**src/rtl/can_fc_pkg.sv**
```systemverilog
// Package: shared types for the CAN fault-confinement unit.
// Assumes: the test-control word is seven bits, freeze in bit 0.
package can_fc_pkg;

    localparam int CTRL_W = 7;

    // Test-control word, packed so that bit 0 is freeze.
    typedef struct packed {
        logic rx_off;        // bit6
        logic tx_off;        // bit5
        logic loop_en;       // bit4
        logic auto_ack;      // bit3
        logic cnt_wr_en;     // bit2
        logic force_passive; // bit1
        logic freeze;        // bit0
    } tst_ctrl_t;

    typedef enum logic [1:0] {
        FC_ACTIVE  = 2'd0,
        FC_PASSIVE = 2'd1,
        FC_BUSOFF  = 2'd2
    } fc_state_e;

endpackage

```
**src/rtl/fc_err_counter.sv**
```systemverilog
// Module: one saturating error counter.
// Up adds STEP (saturating at all-ones), down subtracts 1 (floor 0).
// A load overrides everything. Freeze blocks the event updates only.
// Assumes: up and down may be high together; up wins.
module fc_err_counter #(
    parameter int W    = 9,
    parameter int STEP = 8
) (
    input  logic         clk,
    input  logic         rst_n,
    input  logic         freeze,
    input  logic         load,
    input  logic [W-1:0] load_val,
    input  logic         up,
    input  logic         down,
    output logic [W-1:0] cnt
);
    localparam logic [W:0] STEP_X = (W+1)'(STEP);

    logic [W:0] sum;

    // Widened sum, so that saturation is detected by the carry bit.
    always_comb sum = {1'b0, cnt} + STEP_X;

    // Counter register: load, then frozen hold, then up/down.
    always_ff @(posedge clk) begin
        if (!rst_n) begin
            cnt <= '0;
        end else if (load) begin
            cnt <= load_val;
        end else if (!freeze) begin
            if (up) begin
                cnt <= sum[W] ? '1 : sum[W-1:0];
            end else if (down && (cnt != '0)) begin
                cnt <= cnt - 1'b1;
            end
        end
    end
endmodule

```
**src/rtl/fc_state_decode.sv**
```systemverilog
// Module: maps counter values to the fault-confinement state.
// Bus-off beats the forced-passive override, which beats error active.
// Assumes: the limits fit in W bits.
module fc_state_decode
    import can_fc_pkg::*;
#(
    parameter int W        = 9,
    parameter int PASS_LIM = 127,
    parameter int BOFF_LIM = 255
) (
    input  logic [W-1:0] tec,
    input  logic [W-1:0] rec,
    input  logic         force_passive,
    output logic         st_active,
    output logic         st_passive,
    output logic         st_busoff
);
    localparam logic [W-1:0] P_LIM = W'(PASS_LIM);
    localparam logic [W-1:0] B_LIM = W'(BOFF_LIM);

    fc_state_e state;

    // State select, in priority order.
    always_comb begin
        if (tec > B_LIM)
            state = FC_BUSOFF;
        else if (force_passive || (tec > P_LIM) || (rec > P_LIM))
            state = FC_PASSIVE;
        else
            state = FC_ACTIVE;
    end

    // One-hot flag outputs.
    always_comb begin
        st_active  = (state == FC_ACTIVE);
        st_passive = (state == FC_PASSIVE);
        st_busoff  = (state == FC_BUSOFF);
    end
endmodule

```
**src/rtl/fc_loop_route.sv**
```systemverilog
// Module: TX/RX pin routing and the self-acknowledge request.
// Dominant is 0, so merging two bit sources is a wired-AND.
// Assumes: every input is already synchronous to the engine's bit clock.
module fc_loop_route (
    input  logic tx_off,
    input  logic rx_off,
    input  logic loop_en,
    input  logic auto_ack,
    input  logic ack_slot,
    input  logic eng_tx,
    input  logic pin_rx,
    output logic pin_tx,
    output logic eng_rx,
    output logic ack_drive
);
    logic rx_pin_term;
    logic rx_loop_term;

    // TX pin is forced recessive when TX output is off.
    always_comb pin_tx = tx_off ? 1'b1 : eng_tx;

    // RX path: the pin term and the loop term are merged dominant-wins.
    always_comb begin
        rx_pin_term  = rx_off  ? 1'b1 : pin_rx;
        rx_loop_term = loop_en ? eng_tx : 1'b1;
        eng_rx       = rx_pin_term & rx_loop_term;
    end

    // Self-acknowledge request, only inside the ACK slot of own frames.
    always_comb ack_drive = auto_ack & ack_slot;
endmodule

```
**src/rtl/can_fault_guard.sv**
```systemverilog
// Module: top of the CAN fault-confinement unit with test overrides.
// Holds the test-control word and both error counters, decodes the
// state and routes the TX/RX pins.
// Assumes: the event strobes last one cycle each.
module can_fault_guard
    import can_fc_pkg::*;
#(
    parameter int CNT_W    = 9,
    parameter int TX_STEP  = 8,
    parameter int RX_STEP  = 1,
    parameter int PASS_LIM = 127,
    parameter int BOFF_LIM = 255
) (
    input  logic              clk,
    input  logic              rst_n,
    input  logic              ev_tx_err,
    input  logic              ev_rx_err,
    input  logic              ev_tx_ok,
    input  logic              ev_rx_ok,
    input  logic              cfg_wr,
    input  logic [CTRL_W-1:0] cfg_wdata,
    output logic [CTRL_W-1:0] cfg_rdata,
    input  logic              cnt_wr,
    input  logic [CNT_W-1:0]  cnt_wdata,
    output logic [CNT_W-1:0]  tec,
    output logic [CNT_W-1:0]  rec,
    output logic              st_active,
    output logic              st_passive,
    output logic              st_busoff,
    input  logic              ack_slot,
    output logic              ack_drive,
    input  logic              eng_tx,
    output logic              eng_rx,
    output logic              pin_tx,
    input  logic              pin_rx
);
    tst_ctrl_t ctrl;
    logic      shared_load;

    // Test-control word register.
    always_ff @(posedge clk) begin
        if (!rst_n)      ctrl <= '0;
        else if (cfg_wr) ctrl <= tst_ctrl_t'(cfg_wdata);
    end

    // Readback and the gated shared-write strobe.
    always_comb begin
        cfg_rdata   = ctrl;
        shared_load = cnt_wr & ctrl.cnt_wr_en;
    end

    fc_err_counter #(.W(CNT_W), .STEP(TX_STEP)) u_tec (
        .clk      (clk),
        .rst_n    (rst_n),
        .freeze   (ctrl.freeze),
        .load     (shared_load),
        .load_val (cnt_wdata),
        .up       (ev_tx_err),
        .down     (ev_tx_ok),
        .cnt      (tec)
    );

    fc_err_counter #(.W(CNT_W), .STEP(RX_STEP)) u_rec (
        .clk      (clk),
        .rst_n    (rst_n),
        .freeze   (ctrl.freeze),
        .load     (shared_load),
        .load_val (cnt_wdata),
        .up       (ev_rx_err),
        .down     (ev_rx_ok),
        .cnt      (rec)
    );

    fc_state_decode #(.W(CNT_W), .PASS_LIM(PASS_LIM), .BOFF_LIM(BOFF_LIM)) u_state (
        .tec           (tec),
        .rec           (rec),
        .force_passive (ctrl.force_passive),
        .st_active     (st_active),
        .st_passive    (st_passive),
        .st_busoff     (st_busoff)
    );

    fc_loop_route u_route (
        .tx_off    (ctrl.tx_off),
        .rx_off    (ctrl.rx_off),
        .loop_en   (ctrl.loop_en),
        .auto_ack  (ctrl.auto_ack),
        .ack_slot  (ack_slot),
        .eng_tx    (eng_tx),
        .pin_rx    (pin_rx),
        .pin_tx    (pin_tx),
        .eng_rx    (eng_rx),
        .ack_drive (ack_drive)
    );
endmodule

```
**config.mk**
```make
export PLATFORM = sky130hd
export DESIGN_NAME = can_fault_guard
export DESIGN_NICKNAME = d
export VERILOG_FILES = /design/src/rtl/can_fc_pkg.sv /design/src/rtl/fc_err_counter.sv /design/src/rtl/fc_state_decode.sv /design/src/rtl/fc_loop_route.sv /design/src/rtl/can_fault_guard.sv
export SDC_FILE = /design/constraint.sdc
export NUM_CORES = 1
export LEC_CHECK = 0
export ABC_AREA = 1
export ABC_CLOCK_PERIOD_IN_PS = 1900
export BUFFER_PORTS_ARGS = -buffer_cell sky130_fd_sc_hd__buf_2
export CORE_MARGIN = 2
export CORE_UTILIZATION = 30
export DETAILED_ROUTE_END_ITERATION = 12
export PLACE_DENSITY = 0.6
export REMOVE_ABC_BUFFERS = 1
export SLEW_MARGIN = 20
export SYNTH_ARGS = -nofsm -noshare
export SYNTH_HDL_FRONTEND = slang
export SYNTH_SLANG_ARGS = --single-unit
export TNS_END_PERCENT = 100
```
**constraint.sdc**
```tcl
create_clock -name clk -period 1.9 [get_ports clk]
set_input_delay 0.095 -clock clk [delete_from_list [all_inputs] [get_ports clk]]
set_output_delay 0.095 -clock clk [all_outputs]
set_load 0.05 [all_outputs]
```
==> results of run 1 <==
[worst reg2reg max path: cells and delay by family, from the launching register on]
kind                       cells  cell delay, ns
AOI/OAI and AO/OA              1            0.04
adders and majority gates      1            0.17
buffers and inverters          1            0.15
DFF                            1            0.36
and+or+nand+nor                8            0.81
[layer usage]
layer	GRT usage, %	share of wire, %	vias to the layer above
met4	4.615	1.2	0
met1	23.65	47	1137
met2	27.69	44	87
met3	3.688	7.3	6
li1	-	-	1329
met5	0	0	-
[worst max-delay path by stage]
| stage | depth (start not counted) | to | from | slack, ns |
|---|---|---|---|---|
| 3_5_place_dp | 6 | st_busoff | u_tec.cnt[3] | 0.18 |
| 3_3_place_gp | 6 | st_busoff | u_tec.cnt[3] | 0.23 |
| 4_1_cts | 8 | st_passive | u_tec.cnt[5] | 0.009 |
| 5_1_grt | 7 | st_passive | u_rec.cnt[2] | 0.005 |
| 6_report | 7 | st_passive | u_rec.cnt[2] | 0.12 |
| 2_1_floorplan | 6 | st_passive | u_tec.cnt[4] | -1.27 |
[placed cells by master (no fill, tap or decap), types with 2 or more instances in the layout]
cell type	instances
buf_4	14
a31oi_1	2
clkbuf_8	3
nand4_1	9
xor2_1	2
buf_2	54
nor3_1	2
clkinv_2	2
a21oi_2	6
a21oi_1	17
nand2_2	10
nand2_1	108
nand3_1	35
nor2_4	2
dfxtp_2	3
ha_1	8
inv_1	30
nor2_2	5
nor2_1	63
dfxtp_1	21
o21ai_0	23
nand3_2	3
inv_2	8
[layout make-up]
type / count / area, sq um / area share (%)
clock buffers: 3 / 41.29 / 1.542
clock inverters: 1 / 5.005 / 0.1869
inverters: 40 / 155.1 / 5.794
multi-input cells: 301 / 1469 / 54.86
flip-flops and latches: 25 / 508.0 / 18.97
well taps: 99 / 123.9 / 4.626
repair buffers: 68 / 375.4 / 14.02
[sequential cells by signal, summed over array words and instances (netlist names)]
name / count
u_tec.cnt: 9
u_rec.cnt: 9
cfg_rdata: 7
[cells by family after synthesis]
logic type,share of synthesized area (%)
AOI/OAI and AO/OA,12.51
buffers and inverters,12.57
and+or+nand+nor,46.11
xor gates and xnor gates,1.184
DFF,22.55
adders and majority gates,5.073
[repair_timing]
item,CTS,global route
resized for setup,5,14
gates cloned,0,0
setup endpoints to repair,3,3
pin swaps,0,1
buffers inserted,0,3
[cell usage after synthesis]
cell type	n	area [sq um]
inv_1	31	116.4
nor2_1	66	247.7
nand2_1	108	405.4
nand3_1	36	180.2
a21oi_1	17	85.08
xor2_1	2	17.52
xnor2_1	1	8.760
a31oi_1	2	12.51
clkinv_2	1	5.000
o21bai_1	1	7.510
nand4_1	9	56.30
inv_2	8	30.03
ha_1	9	112.6
buf_4	8	60.06
nor3_1	3	15.01
buf_2	2	10.01
dfxtp_1	25	500.5
or2_2	1	6.260
clkbuf_2	1	5.000
buf_6	4	45.04
a21oi_2	6	52.55
nand2_2	10	62.56
nand3_2	2	20.02
clkbuf_1	2	7.510
o21ai_0	24	120.1
nor2_2	3	18.77
nor2_4	1	11.26
[power by group through the flow]
| stage | Sequential (mW) | Clock, mW | Combinational (mW) |
|---|---|---|---|
| after floorplan | 0.917 | 0 | 0.604 |
| after global placement | 0.696 | 0 | 1.14 |
| after detailed placement | 0.698 | 0 | 1.13 |
| after CTS | 0.688 | 0.341 | 1.14 |
| after global routing | 0.707 | 0.362 | 1.30 |
| final | 0.693 | 0.329 | 1.17 |
[per-stage QoR]
step	setup slack, ns	instance area [sq um]	power [mW]	hold slack [ns]	utilization, %
after floorplan	-1.270	2092	1.521	0.2179	-
after global placement	0.2261	2561	1.834	0.3165	35.50
after detailed placement	0.1841	2561	1.830	0.3289	35.50
after CTS	0.008589	2615	2.170	0.03367	36.25
after global routing	0.004735	2678	2.367	0.04125	37.11
final	0.1163	2678	2.193	0.03588	37.11
==> impl_metrics.json, run 1 <==
{
  "finalHoldViolCount": 0,
  "worstMarginPinSlew_ns": 0.4546,
  "path_buf_inv": 1,
  "ys_ff_latch": 25,
  "rows": 31,
  "cts_buffers": 3,
  "hold_path_class": "in2reg",
  "clockPowerShare_pct": 15.0,
  "gp_congestion": 0.9285,
  "switching_share_pct": 50.19,
  "crit_family": "simple AND/OR/NAND/NOR gates",
  "root_buffer": "clkbuf_8",
  "start_kind": "flop",
  "layout_min_cycle_time_ns": 1.784,
  "crit_type": "reg2out",
  "core_sq_um": 7214,
  "nFillCells": 846,
  "dieArea_sq_um": 8103,
  "ir_drop_mv": 0.2762,
  "max_slew_margin_pct": 69.69,
  "initial_core_util_pct": 30.77,
  "worst_clock_skew_ns": 0.003951,
  "fmax_mhz": 560.6,
  "r2r_end": "u_rec.cnt[1]",
  "timing.rr.start": "u_rec.cnt[1]",
  "report.final.slew_viol_count": 0,
  "place_inst": 530,
  "grt_pass1_wl_um": 11690,
  "cp_max_fo": 7,
  "status": "completed",
  "drt_iter0_drc": 140,
  "hold_end": "cfg_rdata[3]",
  "insertion_delay_ns": 0.28,
  "vias": 2559,
  "leakagePower_nw": 1.408,
  "rr_worst_depth": 11,
  "wl_per_cell_um": 12.95,
  "nNetsFinal": 475,
  "gr-total-overflow": 0,
  "ys_seq_area_share_pct": 22.55,
  "p_int_mw": 1.092,
  "cts_max_level": 1,
  "netlist-cell-type-count": 27,
  "slowest_delay_ns": 0.48,
  "cp_slowest_cell": "dfxtp_1",
  "tns_ns": 0,
  "viasPerCell": 4.765,
  "grt_antenna_before_repair": 0,
  "required_ns": 1.80,
  "track_usage_pct": 17.32,
  "crit_top_cell": "nor2_1",
  "layout.cells.non_filler": 537,
  "max-cap-violations": 0,
  "power_density_nw_per_um2": 819.1,
  "dp_hpwl_um": 5380,
  "ant_nets": 0,
  "die_h_um": 90.02,
  "clkSlewWorstSetupHoldPaths_ns": 0.09,
  "critPathArrivalTime_ns": 1.69,
  "p_sw_mw": 1.101,
  "drcViolationCount": 0,
  "yosysWarnings": 0,
  "cts_tree": "done",
  "rsz0062_at_grt": "false",
  "seqPwrFrac_pct": 31.6,
  "ctsHoldBuffers": 0,
  "synth_cells": 383,
  "die_x_um": 90.02,
  "syn_to_final_growth_pct": 20.63,
  "worstHoldPathCells": 3,
  "avgSynthCellArea_sq_um": 5.795,
  "clock-sinks": 25,
  "regToRegSetupSlack_ns": 0.27,
  "grt_pass1_vias": 2401,
  "grt_max_degree": 26,
  "dr.pass1.iters": 4,
  "io_pins": 58,
  "drive_gt1_share_pct": 26.48,
  "path_cells": "nand2_1, nor2_1, nand3_1, nor2_1, nor2_2, nor2_1, buf_4",
  "finalSetupViolCount": 0,
  "hold_start": "cfg_wdata[3]",
  "fin_crit_sh_pct": 93.88,
  "clk_path_buf_depth": 2,
  "antenna_cells": 0,
  "critPathCaptureType": "output pin",
  "combinationalPowerShare_pct": 53.4,
  "syn_area_sq_um": 2220,
  "port_buffers": 57,
  "wl_um": 6956
}
Note: power is estimated with default switching activity, not from simulation.
==> run 2: changes to the inputs <==
--- a/config.mk
+++ b/config.mk
@@ -6,7 +6,7 @@
 export NUM_CORES = 1
 export LEC_CHECK = 0
 export ABC_AREA = 1
-export ABC_CLOCK_PERIOD_IN_PS = 1900
+export ABC_CLOCK_PERIOD_IN_PS = 2020
 export BUFFER_PORTS_ARGS = -buffer_cell sky130_fd_sc_hd__buf_2
 export CORE_MARGIN = 2
 export CORE_UTILIZATION = 30
==> constraint.sdc (replaced) <==
create_clock -name clk -period 2.02 [get_ports clk]
set_input_delay 0.101 -clock clk [delete_from_list [all_inputs] [get_ports clk]]
set_output_delay 0.101 -clock clk [all_outputs]
set_load 0.05 [all_outputs]
==> run 2 against run 1 <==
  * Routed wire length down 1.9%
  * Die area unchanged
  * Combinational power down 9%
  * Sequential power down 5.3%
  * Global-route usage down 0.41 points
  * Cell count down 1.1%
  * Setup slack better by 0.069 ns
  * Total power down 6.3%
  * Critical path type unchanged
==> impl_metrics.json, run 2 (synthesis results as in run 1) <==
{
  "drive_gt1_share_pct": 24.31,
  "die_h_um": 90.02,
  "critPathCaptureType": "output pin",
  "fin_area_sq_um": 2619,
  "nNetsFinal": 469,
  "cts_tree": "done",
  "cts_buffers": 3,
  "antenna_cells": 0,
  "drcViolationCount": 0,
  "start_kind": "flop",
  "final_common_cell": "nand2_1",
  "dr.pass1.iters": 5,
  "status": "completed",
  "critPathArrivalTime_ns": 1.73,
  "path_buf_inv": 1,
  "io_pins": 58,
  "grt_pass1_vias": 2358,
  "path_cells": "ha_1, nand3_1, nor2_1, nor2_1, nor2_2, nor2_1, clkbuf_4",
  "root_buffer": "clkbuf_8",
  "ant_nets": 0,
  "worst_clock_skew_ns": 0.002050,
  "max-cap-violations": 0,
  "rows": 31,
  "ir_drop_mv": 0.2907,
  "dp_slack_ns": 0.2687,
  "vias": 2495,
  "worst_slack_ns": 0.1850,
  "gp_congestion": 0.8769,
  "dp_hpwl_um": 5282,
  "final_cell_mix": "nand2_1 (108), nor2_1 (64), buf_2 (54)",
  "clock-sinks": 25,
  "drt_iter0_drc": 235,
  "grt_pass1_wl_um": 11420,
  "slowest_delay_ns": 0.43,
  "cts_max_level": 1,
  "crit_top_cell": "nor2_1",
  "worstMarginPinSlew_ns": 0.4638,
  "layout_min_cycle_time_ns": 1.835,
  "rsz0062_at_grt": "false",
  "initial_core_util_pct": 30.77,
  "tns_ns": 0,
  "required_ns": 1.92,
  "wl_per_cell_um": 12.85,
  "hold_path_class": "in2reg",
  "viasPerCell": 4.699,
  "cp_slowest_cell": "dfxtp_2",
  "fin_crit_sh_pct": 90.84,
  "max_slew_margin_pct": 69.08,
  "insertion_delay_ns": 0.28,
  "die_x_um": 90.02,
  "clkSlewWorstSetupHoldPaths_ns": 0.10,
  "gr-total-overflow": 0,
  "power_density_nw_per_um2": 784.6,
  "clk_path_buf_depth": 2,
  "finalHoldViolCount": 0,
  "wl_um": 6822,
  "crit_type": "reg2out",
  "leakagePower_nw": 1.384,
  "dieArea_sq_um": 8103,
  "dpl_cell_area_sq_um": 2539,
  "track_usage_pct": 16.92,
  "grt_antenna_before_repair": 0,
  "ctsHoldBuffers": 0,
  "cp_max_fo": 8,
  "hold_ws_ns": 0.03286,
  "fmax_mhz": 545.0,
  "grt_max_degree": 26,
  "syn_to_final_growth_pct": 17.98,
  "core_sq_um": 7214,
  "finalSetupViolCount": 0,
  "crit_family": "simple AND/OR/NAND/NOR gates",
  "report.final.slew_viol_count": 0,
  "port_buffers": 57
}
==> run 2: routing by layer <==
metal	track usage, %	part of all wire (%)	wire length, um	vias up
met2	26.69	43	2960	79
met1	24.17	49	3366	1093
li1	-	-	-	1321
met5	0	0	0	-
met3	3.353	6.8	467	2
met4	2.949	0.41	28	0
==> run 2: worst paths after layout <==
check | start | depth (start not counted) | slack [ns] | end
worst max register to register | u_tec.cnt[0] | 10 | 0.37 | u_tec.cnt[4]
worst max-delay path | u_rec.cnt[0] | 7 | 0.19 | st_passive
worst min-delay path | cfg_wdata[3] | 3 | 0.03 | cfg_rdata[3]
worst min register to register | cfg_rdata[6] | 2 | 0.54 | cfg_rdata[6]
==> run 2: where the power goes <==
group	switching [mW]	internal, mW	total, mW
Clock	0.190	0.145	0.335
Sequential	0.0994	0.557	0.656
Combinational	0.754	0.309	1.06
Total	1.04	1.01	2.05
==> run 2: stage by stage <==
stage	std cells	utilization, %	total power, mW
6_report	531	36.30	2.055
2_1_floorplan	366	-	1.431
5_1_grt	531	36.30	2.213
4_1_cts	531	35.92	2.055
3_3_place_gp	527	35.19	1.707
3_5_place_dp	527	35.19	1.711
==> run 2: area by class of cell <==
| class | instances | area, sq um |
|---|---|---|
| Clock buffer | 3 | 41.29 |
| Clock inverter | 1 | 8.758 |
| Fill cell | 844 | 4596 |
| Inverter | 40 | 151.4 |
| Multi-Input combinational cell | 301 | 1459 |
| Sequential cell | 25 | 504.2 |
| Tap cell | 99 | 123.9 |
| Timing Repair Buffer | 62 | 330.3 |
==> run 2: worst reg2reg max path, stage by stage (launching register included) <==
cell and delay, ns:
dfxtp_1 0.40, inv_1 0.12, ha_1 0.22, nand2_2 0.06
nor2_1 0.04, nand2_1 0.05, nand2_1 0.06, nand2_2 0.13
nand2_2 0.19, nor2_1 0.20, a21oi_1 0.09
==> run 2: timing repair <==
action / 4_1_cts / 5_1_grt
setup buffers: 0 / 0
setup endpoints to repair: 2 / 3
resized for setup: 2 / 10
==> run 3: changes to the inputs <==
--- a/config.mk
+++ b/config.mk
@@ -12,7 +12,6 @@
 export CORE_UTILIZATION = 30
 export DETAILED_ROUTE_END_ITERATION = 12
 export PLACE_DENSITY = 0.6
-export REMOVE_ABC_BUFFERS = 1
 export SLEW_MARGIN = 20
 export SYNTH_ARGS = -nofsm -noshare
 export SYNTH_HDL_FRONTEND = slang
==> run 3 against run 2 <==
  * Register-to-register slack is essentially flat
  * Clock power shrank 4%
  * Critical endpoint is now st_active
  * Highest routed layer unchanged
  * Global-route usage grew 0.53 points
  * Non-clock buffer count shrank 2
  * Via count grew 2.3%
  * Sequential power grew 0.6%
  * Cell count shrank 0.38%
  * Clock skew is essentially flat
  * Sequential share of layout area grew 0.19 points
  * Setup slack lost 0.051 ns
  * Flip-flop and latch count is the same
  * Total power shrank 0.47%
==> impl_metrics.json, run 3 (synthesis results as in run 1) <==
{
  "status": "completed",
  "hold_ws_ns": 0.04376,
  "cts_max_level": 1,
  "finalHoldViolCount": 0,
  "die_h_um": 90.02,
  "gp_congestion": 0.9087,
  "fmax_mhz": 530.2,
  "start_kind": "flop",
  "grt_pass1_wl_um": 11860,
  "nNetsFinal": 467,
  "grt_use_met1_pct": 25.10,
  "layout.cells.non_filler": 529,
  "track_usage_pct": 17.45,
  "cts_buffers": 3,
  "grt_max_degree": 26,
  "wl_per_cell_um": 13.20,
  "report.final.slew_viol_count": 0,
  "dp_hpwl_um": 5274,
  "clk_path_buf_depth": 2,
  "final_common_cell": "nand2_1",
  "antenna_cells": 0,
  "io_pins": 58,
  "cp_max_fo": 7,
  "critPathArrivalTime_ns": 1.79,
  "ir_drop_mv": 0.3845,
  "die_x_um": 90.02,
  "leakagePower_nw": 1.374,
  "clock-sinks": 25,
  "viasPerCell": 4.826,
  "final_cell_mix": "nand2_1 (108), nor2_1 (64), buf_2 (55)",
  "fin_crit_sh_pct": 93.38,
  "dr.pass1.iters": 5,
  "worstMarginPinSlew_ns": 0.5080,
  "drcViolationCount": 0,
  "use_met3_pct": 2.850,
  "hold_path_class": "in2reg",
  "clkSlewWorstSetupHoldPaths_ns": 0.10,
  "grt_busiest_layer": "met2",
  "vias": 2553,
  "gr-total-overflow": 0,
  "drive_gt1_share_pct": 23.72,
  "syn_to_final_growth_pct": 17.70,
  "root_buffer": "clkbuf_8",
  "use_met2_pct": 26.94,
  "ant_nets": 0,
  "max-cap-violations": 0,
  "critPathCaptureType": "output pin",
  "required_ns": 1.92,
  "worst_clock_skew_ns": 0.002283,
  "port_buffers": 57,
  "nFillCells": 833,
  "initial_core_util_pct": 30.77,
  "grt_pass1_vias": 2482,
  "post_cts_buffers": 0,
  "max_slew_margin_pct": 66.14,
  "layout_min_cycle_time_ns": 1.886,
  "dieArea_sq_um": 8103,
  "finalSetupViolCount": 0,
  "syn_nets": 419,
  "core_sq_um": 7214,
  "drt_iter0_drc": 155,
  "wl_um": 6981,
  "grt_antenna_before_repair": 0,
  "power_density_nw_per_um2": 782.8,
  "place_inst": 525,
  "insertion_delay_ns": 0.27,
  "crit_type": "reg2out",
  "cts_tree": "done",
  "rows": 31
}
[run 3: cell types whose count changed in the layout (fill, tap and decap cells not counted), sizes merged]
| cell | delta |
|---|---|
| buf | -2 |
| clkbuf | +1 |
| inv | -1 |
[run 3: path summary, 6_finish.rpt]
path	depth (start not counted)	startpoint	endpoint	slack (ns)
setup reg to reg	10	u_tec.cnt[5]	u_tec.cnt[4]	0.38
setup / recovery	7	u_tec.cnt[5]	st_active	0.13
hold reg to reg	2	cfg_rdata[5]	cfg_rdata[5]	0.53
hold / removal	3	cfg_wdata[5]	cfg_rdata[5]	0.04
[run 3: per-layer routing]
metal | wire (um) | vias to the layer above
li1 | - | 1310
met5 | 0 | -
met3 | 486 | 9
met4 | 146 | 0
met1 | 3411 | 1126
met2 | 2936 | 108
[run 3: metrics by stage]
stage	setup TNS (ns)	area (sq um)	power, mW	setup slack, ns	utilization, %
after floorplan	0	2248	1.501	0.04607	-
after global placement	0	2552	1.721	0.2693	35.38
after detailed placement	0	2552	1.722	0.3340	35.38
after CTS	0	2597	2.048	0.01659	36.00
after global routing	-0.0009668	2613	2.207	-0.0009668	36.21
final	0	2613	2.045	0.1338	36.21
[run 3: final cells by class]
class / count / area [sq um] / area share (%)
Clock buffer: 4 / 45.04 / 1.724
Multi-Input combinational cell: 301 / 1471 / 56.32
Inverter: 40 / 151.4 / 5.795
Timing Repair Buffer: 60 / 312.8 / 11.97
Tap cell: 99 / 123.9 / 4.741
Sequential cell: 25 / 508.0 / 19.44
[run 3: what timing repair did]
action	in CTS	in global routing
hold buffers	0	0
endpoints found under the setup margin	0	3
resized for setup	0	6
[run 3: power breakdown]
| part | internal (mW) | switching [mW] |
|---|---|---|
| registers | 0.558 | 0.102 |
| clock network | 0.142 | 0.178 |
| logic | 0.309 | 0.756 |
| total | 1.01 | 1.04 |
[run 3: worst max-delay path, cell delays in order, from the launching register on]
cell and delay, ns:
dfxtp_1 0.48, nand2_1 0.11, nor2_1 0.14, nand3_1 0.08, nand3_1 0.15, nand4_1 0.15, nor2_4 0.15, clkbuf_4 0.25
